--- src/rtl/irq_dispatch_pkg.sv ---
package irq_dispatch_pkg;

    typedef enum logic [1:0] {
        ST_IDLE = 2'd0,
        ST_PEND = 2'd1,
        ST_STOP = 2'd2
    } disp_state_e;

    // Source positions in the synchronized request vector
    localparam int SRC_EXT  = 0;
    localparam int SRC_CRIT = 1;
    localparam int SRC_MCHK = 2;
    localparam int NUM_SRC  = 3;

    // Vector-offset register indices per source
    localparam int VEC_EXT  = 4;
    localparam int VEC_CRIT = 0;
    localparam int VEC_MCHK = 1;

endpackage

--- src/rtl/irq_sync.sv ---
module irq_sync #(
    parameter int WIDTH  = 3,
    parameter int STAGES = 2
) (
    input  logic             clk,
    input  logic             rst_n,
    input  logic [WIDTH-1:0] async_i,
    output logic [WIDTH-1:0] sync_o
);

    localparam int LAST = STAGES - 1;

    logic [WIDTH-1:0] chain_q [STAGES];

    for (genvar s = 0; s < STAGES; s++) begin : g_stage
        if (s == 0) begin : g_first
            always_ff @(posedge clk or negedge rst_n) begin
                if (!rst_n) chain_q[s] <= '0;
                else        chain_q[s] <= async_i;
            end
        end else begin : g_next
            always_ff @(posedge clk or negedge rst_n) begin
                if (!rst_n) chain_q[s] <= '0;
                else        chain_q[s] <= chain_q[s-1];
            end
        end
    end

    assign sync_o = chain_q[LAST];

endmodule

--- src/rtl/irq_qualify.sv ---
module irq_qualify
    import irq_dispatch_pkg::*;
#(
    parameter int VEC_W = 4
) (
    input  logic [NUM_SRC-1:0] req_sync_i,
    input  logic               ext_en_i,
    input  logic               crit_en_i,
    input  logic               mchk_en_i,
    output logic               take_o,
    output logic               is_mchk_o,
    output logic               stop_o,
    output logic [VEC_W-1:0]   vec_o
);

    logic ext_ok, crit_ok, mchk_ok;

    always_comb begin
        ext_ok  = req_sync_i[SRC_EXT]  & ext_en_i;
        crit_ok = req_sync_i[SRC_CRIT] & crit_en_i;
        mchk_ok = req_sync_i[SRC_MCHK] & mchk_en_i;
        stop_o  = req_sync_i[SRC_MCHK] & ~mchk_en_i;
    end

    always_comb begin
        take_o    = 1'b0;
        is_mchk_o = 1'b0;
        vec_o     = '0;
        if (mchk_ok) begin
            take_o    = 1'b1;
            is_mchk_o = 1'b1;
            vec_o     = VEC_W'(VEC_MCHK);
        end else if (crit_ok) begin
            take_o = 1'b1;
            vec_o  = VEC_W'(VEC_CRIT);
        end else if (ext_ok) begin
            take_o = 1'b1;
            vec_o  = VEC_W'(VEC_EXT);
        end
    end

endmodule

--- src/rtl/irq_dispatch_fsm.sv ---
module irq_dispatch_fsm
    import irq_dispatch_pkg::*;
#(
    parameter int VEC_W = 4
) (
    input  logic             clk,
    input  logic             rst_n,
    input  logic             take_i,
    input  logic             is_mchk_i,
    input  logic             stop_i,
    input  logic [VEC_W-1:0] vec_i,
    input  logic             ack_i,
    output logic             valid_o,
    output logic [VEC_W-1:0] vec_o,
    output logic             checkstop_o,
    output logic             syndrome_o
);

    disp_state_e      state_q, state_d;
    logic [VEC_W-1:0] vec_q, vec_d;
    logic             syn_q, syn_d;

    always_comb begin
        state_d = state_q;
        vec_d   = vec_q;
        syn_d   = syn_q;
        unique case (state_q)
            ST_IDLE: begin
                if (stop_i) begin
                    state_d = ST_STOP;
                    syn_d   = 1'b1;
                end else if (take_i) begin
                    state_d = ST_PEND;
                    vec_d   = vec_i;
                    if (is_mchk_i) syn_d = 1'b1;
                end
            end
            ST_PEND: begin
                if (ack_i) begin
                    state_d = ST_IDLE;
                    syn_d   = 1'b0;
                end
            end
            ST_STOP: begin
                state_d = ST_STOP;
            end
            default: state_d = ST_IDLE;
        endcase
    end

    always_ff @(posedge clk or negedge rst_n) begin
        if (!rst_n) begin
            state_q <= ST_IDLE;
            vec_q   <= '0;
            syn_q   <= 1'b0;
        end else begin
            state_q <= state_d;
            vec_q   <= vec_d;
            syn_q   <= syn_d;
        end
    end

    always_comb begin
        valid_o     = (state_q == ST_PEND);
        checkstop_o = (state_q == ST_STOP);
        vec_o       = vec_q;
        syndrome_o  = syn_q;
    end


    pend_hold_chk: assert property (@(posedge clk) disable iff (!rst_n)
        (valid_o && !ack_i) |=> (valid_o && $stable(vec_o)));


    ack_release_chk: assert property (@(posedge clk) disable iff (!rst_n)
        (valid_o && ack_i) |=> !valid_o);


    stop_sticky_chk: assert property (@(posedge clk) disable iff (!rst_n)
        checkstop_o |=> checkstop_o);


    stop_no_disp_chk: assert property (@(posedge clk) disable iff (!rst_n)
        checkstop_o |-> !valid_o);


    stop_syn_chk: assert property (@(posedge clk) disable iff (!rst_n)
        checkstop_o |-> syndrome_o);


    mchk_syn_chk: assert property (@(posedge clk) disable iff (!rst_n)
        (valid_o && vec_o == VEC_W'(VEC_MCHK)) |-> syndrome_o);

endmodule

--- src/rtl/irq_dispatch_top.sv ---
module irq_dispatch_top
    import irq_dispatch_pkg::*;
#(
    parameter int VEC_W       = 4,
    parameter int SYNC_STAGES = 2
) (
    input  logic             clk,
    input  logic             rst_n,
    input  logic             ext_irq_i,
    input  logic             crit_irq_i,
    input  logic             mchk_irq_i,
    input  logic             ext_en_i,
    input  logic             crit_en_i,
    input  logic             mchk_en_i,
    input  logic             disp_ack_i,
    output logic             disp_valid_o,
    output logic [VEC_W-1:0] disp_vec_o,
    output logic             checkstop_o,
    output logic             syndrome_valid_o
);

    logic [NUM_SRC-1:0] req_raw, req_sync;
    logic               take, is_mchk, stop;
    logic [VEC_W-1:0]   sel_vec;

    always_comb begin
        req_raw           = '0;
        req_raw[SRC_EXT]  = ext_irq_i;
        req_raw[SRC_CRIT] = crit_irq_i;
        req_raw[SRC_MCHK] = mchk_irq_i;
    end

    irq_sync #(.WIDTH(NUM_SRC), .STAGES(SYNC_STAGES)) u_sync (
        .clk     (clk),
        .rst_n   (rst_n),
        .async_i (req_raw),
        .sync_o  (req_sync)
    );

    irq_qualify #(.VEC_W(VEC_W)) u_qual (
        .req_sync_i (req_sync),
        .ext_en_i   (ext_en_i),
        .crit_en_i  (crit_en_i),
        .mchk_en_i  (mchk_en_i),
        .take_o     (take),
        .is_mchk_o  (is_mchk),
        .stop_o     (stop),
        .vec_o      (sel_vec)
    );

    irq_dispatch_fsm #(.VEC_W(VEC_W)) u_fsm (
        .clk         (clk),
        .rst_n       (rst_n),
        .take_i      (take),
        .is_mchk_i   (is_mchk),
        .stop_i      (stop),
        .vec_i       (sel_vec),
        .ack_i       (disp_ack_i),
        .valid_o     (disp_valid_o),
        .vec_o       (disp_vec_o),
        .checkstop_o (checkstop_o),
        .syndrome_o  (syndrome_valid_o)
    );


    crit_gate_chk: assert property (@(posedge clk) disable iff (!rst_n)
        ($rose(disp_valid_o) && disp_vec_o == VEC_W'(VEC_CRIT)) |-> $past(crit_en_i));


    ext_gate_chk: assert property (@(posedge clk) disable iff (!rst_n)
        ($rose(disp_valid_o) && disp_vec_o == VEC_W'(VEC_EXT)) |-> $past(ext_en_i));

endmodule

--- config.mk ---
export PLATFORM = sky130hd
export DESIGN_NAME = irq_dispatch_top
export DESIGN_NICKNAME = d
export VERILOG_FILES = /design/src/rtl/irq_dispatch_pkg.sv /design/src/rtl/irq_sync.sv /design/src/rtl/irq_qualify.sv /design/src/rtl/irq_dispatch_fsm.sv /design/src/rtl/irq_dispatch_top.sv
export SDC_FILE = /design/constraint.sdc
export NUM_CORES = 1
export LEC_CHECK = 0
export CORE_UTILIZATION = 25
export DETAILED_ROUTE_END_ITERATION = 12
export PLACE_DENSITY = 0.51
export SLEW_MARGIN = 20
export SYNTH_ARGS = -nofsm -noshare
export SYNTH_HDL_FRONTEND = slang
export SYNTH_SLANG_ARGS = --single-unit
--- constraint.sdc ---
create_clock -name clk -period 1.1 [get_ports clk]
set_clock_uncertainty 0.05 [all_clocks]
set_input_delay 0.22 -clock clk [delete_from_list [all_inputs] [get_ports clk]]
set_output_delay 0.22 -clock clk [all_outputs]
set_load 0.03 [all_outputs]
After elaboration in Yosys (flattened, before gate mapping)
Cells that the tools add are included.
W data, S select, Z words.
{"block": "op_classes", "n_eq_ne": 5, "n_mux": 16, "bitwise_logic": 6, "n_reduce_logical": 5}
{"op": "$mux W1", "n": 8}
{"op": "$mux W4", "n": 2}
{"op": "$mux W2", "n": 3}
{"op": "$ne A3 B3 Y1 const B", "n": 2}
{"op": "$pmux W2 S3", "n": 1}
{"op": "$and A1 B1 Y1", "n": 4}
{"op": "$reduce_and A4 Y1", "n": 1}
{"op": "$mux W3", "n": 1}
{"op": "$reduce_and A3 Y1", "n": 1}
{"op": "$eq A2 B1 Y1 const B", "n": 1}
{"op": "$eq A2 B2 Y1 const B", "n": 1}
{"op": "$logic_not A2 Y1", "n": 1}
{"op": "$ne A2 B2 Y1 const B", "n": 1}
{"op": "$not A1 Y1", "n": 2}
{"op": "$pmux W1 S2", "n": 1}
{"op": "$reduce_and A2 Y1", "n": 1}
{"op": "$reduce_bool A2 Y1", "n": 1}
{"block": "totals", "regBits": 13, "in_bits": 9, "word_cells": 37}

Longest topological paths before layout
{"block": "depth", "ltp_word": 7, "ltp_mapped": 3, "depth_no_buf": 3}

Cells and area by module
A second synthesis with hierarchy kept.
{"block": "hier_totals", "cells_unflattened": 40, "area_unflattened_um2": 544.3}
{"mod": "irq_dispatch_fsm", "n_inst": 1, "cells_per_inst": 22, "area_per_inst_um2": 306.5, "seq_area_each_um2": 175.2}
{"mod": "irq_sync", "n_inst": 1, "cells_per_inst": 9, "area_per_inst_um2": 172.7, "seq_area_each_um2": 150.1}
{"mod": "irq_qualify", "n_inst": 1, "cells_per_inst": 9, "area_per_inst_um2": 65.1, "seq_area_each_um2": 0.0}

Least setup slack after synthesis
Ideal clock, no wire load.
{"block": "synth_path", "kind": "reg2reg", "start": "register u_fsm.state_q[0]", "end": "register u_fsm.state_q[0]", "setup_time_ns": 0.078, "t_arrival_ns": 1.058, "required_ns": 0.972, "slack_ns": -0.086, "stages_incl_launch_ff": 3, "cell_sequence": "dfrtp_1 > nor2b_1 > o2bb2ai_1"}
{"block": "synth_between", "elab_chain_len": 3, "elab_cells_between_ends": 7, "cone_classes": "eq/ne (4); mux (1); reduce/logical (2)"}
{"element": "start: declaration", "line_no": "irq_dispatch_fsm.sv:19", "source": "disp_state_e state_q, state_d;"}
{"element": "start signal: assignment", "line_no": "irq_dispatch_fsm.sv:57", "source": "state_q <= state_d;"}
{"element": "$eq A2 B1 Y1 *"}
{"element": "net disp_valid_o", "line_no": "irq_dispatch_top.sv:16", "source": "output logic disp_valid_o,"}
{"element": "$ne A2 B2 Y1 (no source line)"}
{"element": "$reduce_and A2 Y1 (no source line)"}
The timed path passes the listed nets; every way through them passes the cells marked *.
A chain may end at the register's enable or synchronous reset.

Final worst setup path
{"block": "layout_path", "start": "register u_fsm.state_q[0]", "end": "output disp_valid_o"}
{"block": "layout_between", "elab_chain_len": 1}
{"element": "$eq A2 B1 Y1", "line_no": "irq_dispatch_fsm.sv:64", "source": "valid_o = (state_q == ST_PEND);"}
{"element": "end: declaration", "line_no": "irq_dispatch_top.sv:16"}
No other way between the ends.

==> impl_metrics.ini <==
[pwr]
power_mw = 0.756
p_per_area_mw_per_mm2 = 1150
p_leak_nw = 0.301
ir_drop_v = 0.000636

[synth]
avgSynthCellArea_um2 = 12.0
synth_top_area_share_pct = 67.3
synthCells = 34
netlist.top_cell.by_area = dfrtp_1
synth-seq-cells = 11
ys_seq_area_share_pct = 67.3
syn_area_um2 = 409
synth_area_leaders = dfrtp_1 67%, a31oi_1 4.6%, o2bb2ai_1 4.3%, a21oi_1 3.7%, buf_4 3.7%
synth.distinct_cells = 15
synth.yosys.warnings = 0

[clocking]
cts_max_path_buffers = 2
cts_made_buffers = 3
ctsHoldBuffers = 0
htreeDepth = 1
clock_sinks = 11
cts.clk_slew.worst_paths_ps = 70
insertion_delay_ps = 270
clock-root-buffer = clkbuf_4
cts_tree = built

[place]
gp_congestion = 0.674
port_buffers = 13
place_hpwl_um = 532
dp.cells = 64

[critical_path]
path_max_fanout = 5
end_kind = output pin
worstPathRequired_ps = 830
crit_type = flip-flop to output pin
crit_path_start_kind = flip-flop
slowest_delay_ps = 420
critPathSlowestCell = dfrtp_1
path_cells = nor2b_4 > buf_6
critical_path_arrival_ps = 1010

[finish]
stdcell_count = 73
final_common_cell = dfrtp_1
finalNetCount = 67
diodes = 0
utilization_pct = 43.1
drive_gt1_share_pct = 38.6
area_growth_pct = 60.6
layout_common_cells = 10 x dfrtp_1, 8 x clkdlybuf4s50_1, 6 x buf_6, 6 x buf_4

[global_route]
grt_pass1_wl_um = 1300
gr-usage-all-layers_pct = 10.4
grt_start_max_net_pins = 12
grt_pass1_vias = 315
grt_antenna_before_repair = 0
grt_overflow = 0

[sta]
setup_ws_ps = -178
setup_viol = 3
holdWs_ps = 187
maxSlewViolCount = 0
rsz0062_at_grt = yes
timing.fmax_ghz = 0.782
post-route-min-period_ps = 1280
finalHoldViolCount = 0
post-route-period-util_pct = 116

[drt]
routed-via-count = 332
firstDrtPassIters = 4
ant_nets = 0
drc = 0
wire_per_inst_um = 10.3
drt-initial-drc-count = 7
routed_wl_um = 753
post_drt_via_cell_ratio = 4.55

[run_status]
violations = negative setup slack
status = finished, violations left

[die]
fp.dieH_um = 42.5
die_x_um = 42.5
core_mm2 = 0.00152
io_pins = 16
die_area_mm2 = 0.00180
start_util_pct = 26.8
rows = 14

[job]
max_cap_viol_count = 0

[worst_hold_path]
hp-class = input pin to asynchronous set/reset pin
-- synthesized netlist by cell type (all sizes together) --
master	number
conb	1
nand2b	1
a22o	1
inv	3
buf	2
nor2b	1
nand2	1
o21ai	2
dfrtp	11
a21o	1
o2bb2ai	2
a31oi	3
a21oi	3
nor2	2
-- layer usage --
layer | vias to the layer above | GRT usage [%] | wire, um | part of all wire (%)
met5 | - | 0 | 0 | 0
met4 | 0 | 3.75 | 0 | 0
met3 | 0 | 7.76 | 66 | 8.8
met2 | 16 | 15.7 | 398 | 53
met1 | 158 | 11.1 | 288 | 38
li1 | 158 | - | - | -
-- metrics by stage --
stage	setup TNS, ps	instance area [um2]	setup WS [ps]
after global placement	-266	556	-111
after CTS	-338	643	-197
after global routing	-510	657	-235
after floorplan	0	418	70.3
final	-316	657	-178
after detailed placement	-316	556	-114
-- final timing paths --
| path | startpoint | end | slack [ps] | cells past startpoint |
|---|---|---|---|---|
| worst max-delay path | u_fsm.state_q[0] | disp_valid_o | -180 | 2 |
| worst min-delay path | rst_n | u_sync.sync_o[0] | 190 | 2 |
| worst max register to register | u_fsm.state_q[1] | u_fsm.vec_o[2] | -10 | 4 |
| worst min register to register | u_sync.chain_q[3] | u_sync.sync_o[0] | 300 | 0 |
| max in group asynchronous | rst_n | u_fsm.state_q[1] | 650 | 2 |
| min in group clk | u_sync.chain_q[3] | u_sync.sync_o[0] | 300 | 0 |
-- flip-flops by register name, summed over array words and instances, names as in the netlist --
register	cells
u_fsm.state_q	2
u_sync.chain_q	3
u_sync.sync_o	3
u_fsm.vec_o	2
u_fsm.syndrome_o	1
-- area by class of cell --
type | count | area [um2]
well taps | 16 | 20.0
flip-flops and latches | 11 | 277
fillers | 164 | 867
clock buffers | 3 | 22.5
multi-input cells | 19 | 129
repair buffers | 20 | 193
inverters | 3 | 11.3
clock inverters | 1 | 5.00
-- kinds of logic (layout without fill, tap and decap cells) --
family | after synthesis | after routing | synth area share (%)
AOI/OAI and AO/OA | 12 | 12 | 19.0
DFF | 11 | 11 | 67.3
and+or+nand+nor | 5 | 5 | 6.42
buffers and inverters | 5 | 27 | 6.42
other | 1 | 2 | 0.917
-- where the power goes --
group          internal [mW]  switching (mW)  leakage, nW
Clock                  0.134           0.138       0.0177
Sequential             0.415         0.00652        0.129
Combinational         0.0356          0.0271        0.154
-- worst max-delay path: cells and delay by family, from the launching register on --
kind                   cells  cell delay (ps)
DFF                        1              420
and+or+nand+nor            1              190
buffers and inverters      1              130
-- repair_timing --
| action | 4_1_cts | 5_1_grt |
|---|---|---|
| buffers inserted | 5 | 0 |
| gates resized for setup | 7 | 4 |
| endpoints found under the setup margin | 4 | 8 |
| pin swaps | 0 | 2 |
No activity file was read; power rests on OpenSTA's default activity.
